<file path="config.mk">
export PLATFORM = sky130hd
export DESIGN_NAME = lfsr_leap_gen
export DESIGN_NICKNAME = d
export VERILOG_FILES = /design/src/rtl/lfsr_leap_pkg.sv /design/src/rtl/lfsr_step.sv /design/src/rtl/lfsr_leap.sv /design/src/rtl/lfsr_ctrl.sv /design/src/rtl/lfsr_leap_gen.sv
export SDC_FILE = /design/constraint.sdc
export NUM_CORES = 1
export LEC_CHECK = 0
export BUFFER_PORTS_ARGS = -buffer_cell sky130_fd_sc_hd__buf_4
export CAP_MARGIN = 40
export CORE_ASPECT_RATIO = 0.7
export CORE_MARGIN = 5
export CORE_UTILIZATION = 48
export CTS_CLUSTER_SIZE = 16
export DETAILED_ROUTE_END_ITERATION = 6
export GPL_TIMING_DRIVEN = 0
export HOLD_SLACK_MARGIN = 0.1
export PLACE_DENSITY_LB_ADDON = 0.15
export SLEW_MARGIN = 20
export SYNTH_ARGS = -nofsm -noshare
export SYNTH_HDL_FRONTEND = slang
export SYNTH_SLANG_ARGS = --single-unit
</file>
<file path="constraint.sdc">
create_clock -name clk -period 3.17 [get_ports clk]
set_clock_uncertainty 0.05 [all_clocks]
set_input_delay 0.1585 -clock clk [delete_from_list [all_inputs] [get_ports clk]]
set_output_delay 0.1585 -clock clk [all_outputs]
set_load 0.02 [all_outputs]
</file>
<file path="src/rtl/lfsr_leap_pkg.sv">
package lfsr_leap_pkg;
  // Register update chosen for a cycle
  typedef enum logic [1:0] {
    UPD_HOLD    = 2'd0,
    UPD_SEED    = 2'd1,
    UPD_ADVANCE = 2'd2,
    UPD_DRAIN   = 2'd3
  } upd_e;
endpackage

</file>
<file path="src/rtl/lfsr_step.sv">
module lfsr_step #(
  parameter int unsigned W      = 129,
  parameter int unsigned TAP_LO = 124
) (
  input  logic [W-1:0] cur,
  output logic [W-1:0] nxt,
  output logic         new_bit
);
  // Feedback from the top stage and the inner tap of the trinomial
  assign new_bit = cur[W-1] ^ cur[TAP_LO-1];
  assign nxt     = {cur[W-2:0], new_bit};
endmodule

</file>
<file path="src/rtl/lfsr_leap.sv">
module lfsr_leap #(
  parameter int unsigned W      = 129,
  parameter int unsigned TAP_LO = 124,
  parameter int unsigned STEPS  = 8
) (
  input  logic [W-1:0]     cur,
  output logic [W-1:0]     nxt,
  output logic [STEPS-1:0] fresh
);
  // chain[k] is the state after k single shifts
  logic [W-1:0] chain [STEPS+1];

  assign chain[0] = cur;

  for (genvar k = 0; k < STEPS; k++) begin : g_stage
    // stage k creates the (k+1)-th bit; later bits land higher in fresh
    lfsr_step #(.W(W), .TAP_LO(TAP_LO)) u_step (
      .cur     (chain[k]),
      .nxt     (chain[k+1]),
      .new_bit (fresh[k])
    );
  end

  assign nxt = chain[STEPS];
endmodule

</file>
<file path="src/rtl/lfsr_ctrl.sv">
module lfsr_ctrl
  import lfsr_leap_pkg::*;
(
  input  logic seed_load,
  input  logic en,
  input  logic out_valid,
  input  logic out_ready,
  output upd_e upd
);
  logic slot_free;
  assign slot_free = !out_valid || out_ready;

  always_comb begin
    if (seed_load)             upd = UPD_SEED;
    else if (en && slot_free)  upd = UPD_ADVANCE;
    else if (out_valid && out_ready) upd = UPD_DRAIN;
    else                       upd = UPD_HOLD;
  end
endmodule

</file>
<file path="src/rtl/lfsr_leap_gen.sv">
module lfsr_leap_gen
  import lfsr_leap_pkg::*;
#(
  parameter int unsigned W      = 129,
  parameter int unsigned TAP_LO = 124,
  parameter int unsigned STEPS  = 8,
  parameter logic [W-1:0] FALLBACK = W'(1)
) (
  input  logic             clk,
  input  logic             rst_n,
  input  logic             seed_load,
  input  logic [W-1:0]     seed,
  input  logic             en,
  input  logic             out_ready,
  output logic             out_valid,
  output logic [STEPS-1:0] out_word,
  output logic             out_bit
);
  localparam int unsigned MSB = STEPS - 1;

  logic [W-1:0]     state_q;
  logic [W-1:0]     leap_nxt;
  logic [W-1:0]     seed_eff;
  logic [STEPS-1:0] fresh;
  logic [STEPS-1:0] word_q;
  logic             valid_q;
  upd_e             upd;

  lfsr_leap #(.W(W), .TAP_LO(TAP_LO), .STEPS(STEPS)) u_leap (
    .cur   (state_q),
    .nxt   (leap_nxt),
    .fresh (fresh)
  );

  lfsr_ctrl u_ctrl (
    .seed_load (seed_load),
    .en        (en),
    .out_valid (valid_q),
    .out_ready (out_ready),
    .upd       (upd)
  );

  // The zero state would lock the register; substitute a nonzero one
  assign seed_eff = (seed == '0) ? FALLBACK : seed;

  always_ff @(posedge clk) begin
    if (!rst_n) begin
      state_q <= FALLBACK;
      word_q  <= '0;
      valid_q <= 1'b0;
    end else begin
      unique case (upd)
        UPD_SEED: begin
          state_q <= seed_eff;
          valid_q <= 1'b0;
        end
        UPD_ADVANCE: begin
          state_q <= leap_nxt;
          word_q  <= fresh;
          valid_q <= 1'b1;
        end
        UPD_DRAIN: valid_q <= 1'b0;
        default: ;
      endcase
    end
  end

  assign out_valid = valid_q;
  assign out_word  = word_q;
  assign out_bit   = word_q[MSB];

  // Register must never reach the lock-up state
  assert_state_nonzero_R10: assert property (@(posedge clk) disable iff (!rst_n)
    state_q != '0);

  // Stalled word is frozen and stays offered
  assert_stall_hold_R6: assert property (@(posedge clk) disable iff (!rst_n)
    out_valid && !out_ready && !seed_load |=> out_valid && $stable(out_word));

  // Accepted advance presents a word next cycle
  assert_valid_after_en_R5: assert property (@(posedge clk) disable iff (!rst_n)
    en && !seed_load && (!out_valid || out_ready) |=> out_valid);

  // Seed load withdraws any word, even with en high
  assert_load_clears_R7: assert property (@(posedge clk) disable iff (!rst_n)
    seed_load |=> !out_valid);

  // Zero seed becomes the fallback constant
  assert_zero_seed_R8: assert property (@(posedge clk) disable iff (!rst_n)
    seed_load && seed == '0 |=> state_q == FALLBACK);
endmodule

</file>
* After elaboration in Yosys (flattened, before gate mapping)
Index checks and enable logic that the tools add are counted.
** Word-level totals
- Flip-flop bits (word level) :: 138
- Input bits :: 134
- Output and inout bits :: 10
- Word-level logic and storage cells :: 28
** Operators by class
- Equality and inequality tests :: 3
- Mux-type cells :: 6
- Bitwise gates (word level) :: 8
- Reductions and logical operators :: 8
** Operators by type and width (count)
- $pmux 129 s2 :: 1
- $logic_not 129->1 :: 1
- $mux 129 :: 1
- $xor 1x1->1 :: 8
- $mux 2 :: 3
- $eq 2x2->1 const B :: 2
- $reduce_bool 2->1 :: 2
- $eq 2x1->1 const B :: 1
- $logic_and 1x1->1 :: 2
- $pmux 1 s2 :: 1
- $reduce_or 2->1 :: 1
- $logic_not 1->1 :: 1
- $logic_or 1x1->1 :: 1

* Longest topological paths before layout
- Word-level depth :: 8
- Depth in mapped cells :: 10
- Gate-level depth less buffers :: 9

* Modules after synthesis
From an unflattened synthesis, not the netlist that was laid out.
** Second synthesis, totals
- Cells, all modules :: 1703
- Area total of the unflattened synthesis :: 14458.9 um2
** Modules (own cells, without submodules)
- lfsr_step :: times used 8, cells each 130, area an instance 977.2 um2, seq. area each 0.0 um2
- lfsr_leap_gen :: times used 1, cells each 659, area an instance 6615.1 um2, seq. area each 2762.6 um2
- lfsr_ctrl :: times used 1, cells each 4, area an instance 26.3 um2, seq. area each 0.0 um2

* Worst setup path before layout
OpenSTA, ideal clock, no wires.
- Path type :: register to register
- Start :: register valid_q, in the netlist out_valid
- End :: register state_q[107]
- Arrival :: 1768 ps
- Data required time :: 3004 ps
- Slack :: 1236 ps
- Cell stages (with the launch flop) :: 10
- Buffers on the path :: 3
- Clock period less this slack :: 1934 ps
- Path through :: dfxtp_1 -> nand2_1 -> nor2_1 -> nor2_1 -> ha_1 -> buf_2 -> clkbuf_1 -> clkbuf_1 -> nand2_1 -> o211a_1
** On the way
- Word-level cells in the longest chain between the ends :: 7
** Ends and longest elaborated chain
- start, declared :: line lfsr_leap_gen.sv:26 : logic valid_q;
- start signal, assigned :: line lfsr_leap_gen.sv:50 : valid_q <= 1'b0;
- start signal, assigned :: line lfsr_leap_gen.sv:55 : valid_q <= 1'b0;
- start signal, assigned :: line lfsr_leap_gen.sv:60 : valid_q <= 1'b1;
- $logic_not 1->1 :: line lfsr_ctrl.sv:11 : assign slot_free = !out_valid || out_ready;
- $logic_or 1x1->1 :: line lfsr_ctrl.sv:11
- $logic_and 1x1->1 :: line lfsr_ctrl.sv:15 : else if (en && slot_free) upd = UPD_ADVANCE;
- $mux 2 * :: line lfsr_ctrl.sv:15
- $mux 2 * :: line lfsr_ctrl.sv:14 : if (seed_load) upd = UPD_SEED;
- $eq 2x2->1 / $eq 2x1->1 (equally long branches) :: line lfsr_leap_gen.sv:52 : unique case (upd)
- $pmux 129 s2 / $reduce_bool 2->1 (equally long branches)
- end signal, assigned :: line lfsr_leap_gen.sv:58 : state_q <= leap_nxt;
- end, declared :: line lfsr_leap_gen.sv:21 : logic [W-1:0] state_q;
Mark *: on every way between the ends. The rest lies on a longest branch, timed or not.
A chain may end at the register's enable or synchronous reset.

* Worst setup path after layout
- Start :: input seed[97]
- End :: register state_q[0]
** On the way
- Word-level cells in the longest chain between the ends :: 3
** Ends and longest elaborated chain
- start, declared :: line lfsr_leap_gen.sv:12 : input logic [W-1:0] seed,
- $logic_not 129->1 :: line lfsr_leap_gen.sv:44 : assign seed_eff = (seed == '0) ? FALLBACK : seed;
- $mux 129 :: line lfsr_leap_gen.sv:44
- $pmux 129 s2 :: line lfsr_leap_gen.sv:52
No other way between the ends.

==> out/qor.txt <==
Post-Syn Area: 6630 µm²
Final Critical Period: 3080 ps
RSZ-0062 raised after global routing: false
worst-skew pair later-pin latency: 410 ps
post-synthesis adder-cell area fraction: 0.377%
clock-pin slew on the worst setup and hold paths: 50 ps
status: complete, no violations
commonest cells in the netlist: dfxtp_1 (138), nand2_1 (131), mux2i_1 (121), o211a_1 (121), nor4_1 (30)
Post-Syn Nets: 814
NumNets Final: 1097
post-synth top area share: 41.7%
area leader, netlist: dfxtp_1
crit-path max cell delay: 590 ps
CP Launch Type: primary input
clk sink count: 138
Die Area: 16300 µm²
CP max-delay cell: dlygate4sd3_1
CTS tree: built
Worst Setup End Kind: register
sequential area share after synthesis: 41.7%
Vias/cell: 5.73
HP Class: in -> reg
pwr/cell area: 521 nW/µm²
Synth area leaders: dfxtp_1 (42%), mux2i_1 (18%), o211a_1 (18%)
switch share: 27.1%
Slew @ Worst Pin: 660 ps
number of global-route vias before repair: 6697
setup_tns: 0 ps
first-pass GRT wire length: 34600 µm
drt pass-1 iters: 6
Synth Register Bits: 138
reg2reg setup slack: 470 ps
I/O pins: 144
Combinational Power Share: 20.2%
row cnt: 35
largest family of logic cells by synthesized area: compound AO/OA/AOI/OAI gates
Max Buffers Root-to-Sink: 2
Seq pwr share: 40.8%
Multi-input gate area: 3580 µm²
Area Overhead vs Synth: 47.1%
CP Data Required Time: 3460 ps
Die Ht: 108 µm
Mapped Cells: 678
crit path max fanout: 2
Crit path arrival time: 3370 ps
Post-synth ARST share: 0%
count leader, synth: dfxtp_1
max cap viols: 0
antenna violations before repair: 0
final hold violation count: 0
largest net degree at the start of global routing: 17
DR iter-0 viols: 494
# port buffers: 142
power share of the clock group: 39.0%
slew margin rel.: 55.6%
share of cells above drive strength 1: 20.6%
Hold WS: 110 ps
FILL cells: 927
multiplexer share of the synthesized area: 18.3%
worst path cell trace: dlygate4sd3_1 -> buf_4 -> nor4_1 -> nand4_1 -> nor4_1 -> nand4_1 -> dlygate4sd3_1 -> o21ai_1 -> dlygate4sd3_1
WL per Instance: 19.3 µm
gr usage total: 27.2%
H-tree lvl count: 4
critical path class: in -> reg
DP Wirelength: 15400 µm
Compound-Gate Fraction of Synth Area: 21.5%
setup repair bufs after CTS: 0
routability cong.: 0.861
grt ovf: 0
Ys Warns: 0
Mean Syn Cell Area: 9.78 µm²
final antenna-violating net count: 0
Clk Tree Root Cell: clkbuf_16
Synth cell types: 27
CORE AREA: 13400 µm²
P_leak: 0.00478 µW
Inserted Diodes: 0
fmax: 0.325 GHz
final setup vio count: 0
final worst path period share: 97.0%
FF/Latch Area: 2760 µm²
total CTS buffers: 17
internal power: 3710 µW
Routed WL: 22400 µm
switching power: 1380 µW
Initial Util: 49.7%
Die W: 151 µm
cell repeated most along the worst path: dlygate4sd3_1
Post-Synth Simple-Gate Area: 12.8%
Slew Limit Fails: 0
worst vdd ir: 0.365 mV
top_reg_cell synth: dfxtp_1
DRC Markers: 0
routed vias: 6635
xor/xnor share of the synthesized area: 1.06%
EDFF count, synth: 0
## timing repair
action	CTS	global route
hold buffers	122	0
hold endpoints to repair	120	0
endpoints found under the setup margin	0	1
gates resized for setup	0	1
## metal layers
metal	GRT usage [%]	share of wire, %
met1	38.0	46
met2	42.0	44
met3	6.16	7.3
met4	8.68	2.5
met5	0	0
## final cells by class
cell class | instances | area share [%]
Multi-Input combinational cell | 476 | 36.7
Sequential cell | 138 | 28.3
Timing Repair Buffer | 264 | 23.4
Clock buffer | 22 | 4.96
Buffer | 62 | 2.92
Tap cell | 185 | 2.37
Clock inverter | 9 | 1.17
Inverter | 2 | 0.0770
## cells in the final DEF, fill, tap and decap left out, types with 17 or more instances in the layout
cell type | synthesis | routed
nor4_1 | 30 | 29
nand2_1 | 131 | 131
buf_4 | 8 | 150
mux2i_1 | 121 | 121
dlygate4sd3_1 | 0 | 122
clkbuf_1 | 28 | 29
o211a_1 | 121 | 121
buf_2 | 18 | 18
dfxtp_1 | 138 | 138
clkbuf_16 | 0 | 17
## sequential cells by signal (all words and copies together), names as in the netlist
register and count:
out_word 8, state_q 129, out_valid 1
## power by group through the flow
stage / sequential [µW] / clock (µW) / combinational, µW
after floorplan: 2070 / 0 / 553
after global placement: 2090 / 0 / 853
after detailed placement: 2100 / 0 / 876
after CTS: 2070 / 2010 / 1010
after global routing: 2090 / 2100 / 1120
final: 2070 / 1980 / 1030
## cells by family after synthesis
group | after synthesis
multiplexers | 121
adder cells (fa/ha/maj) | 2
XOR/XNOR | 8
AO/OA/AOI/OAI | 155
buffers and inverters | 64
flip-flops | 138
AND/OR/NAND/NOR | 190
## worst paths after layout
check | startpoint | endpoint | cells past startpoint
hold reg to reg | state_q[36] | state_q[36] | 1
setup / recovery | seed[97] | state_q[0] | 9
hold / removal | seed[5] | state_q[5] | 3
setup reg to reg | out_valid | state_q[0] | 8
## through the flow
step                util, %  worst slack, ps  instances  power, µW  area, µm²
CTS                    73.0             26.3       1158       5080       9750
finish                 73.0             93.6       1158       5090       9760
global route           73.0              103       1158       5300       9760
global placement       59.4              868       1005       2940       7930
detailed placement     59.4              851       1005       2980       7930
floorplan                 -             1240        678       2620       6630
## worst max-delay path: cells and delay by family
| kind | cells | cell delay [ps] |
|---|---|---|
| AO/OA/AOI/OAI | 1 | 140 |
| buffers and inverters | 4 | 1830 |
| AND/OR/NAND/NOR | 4 | 1240 |
Note: power is estimated with default switching activity, not from simulation.
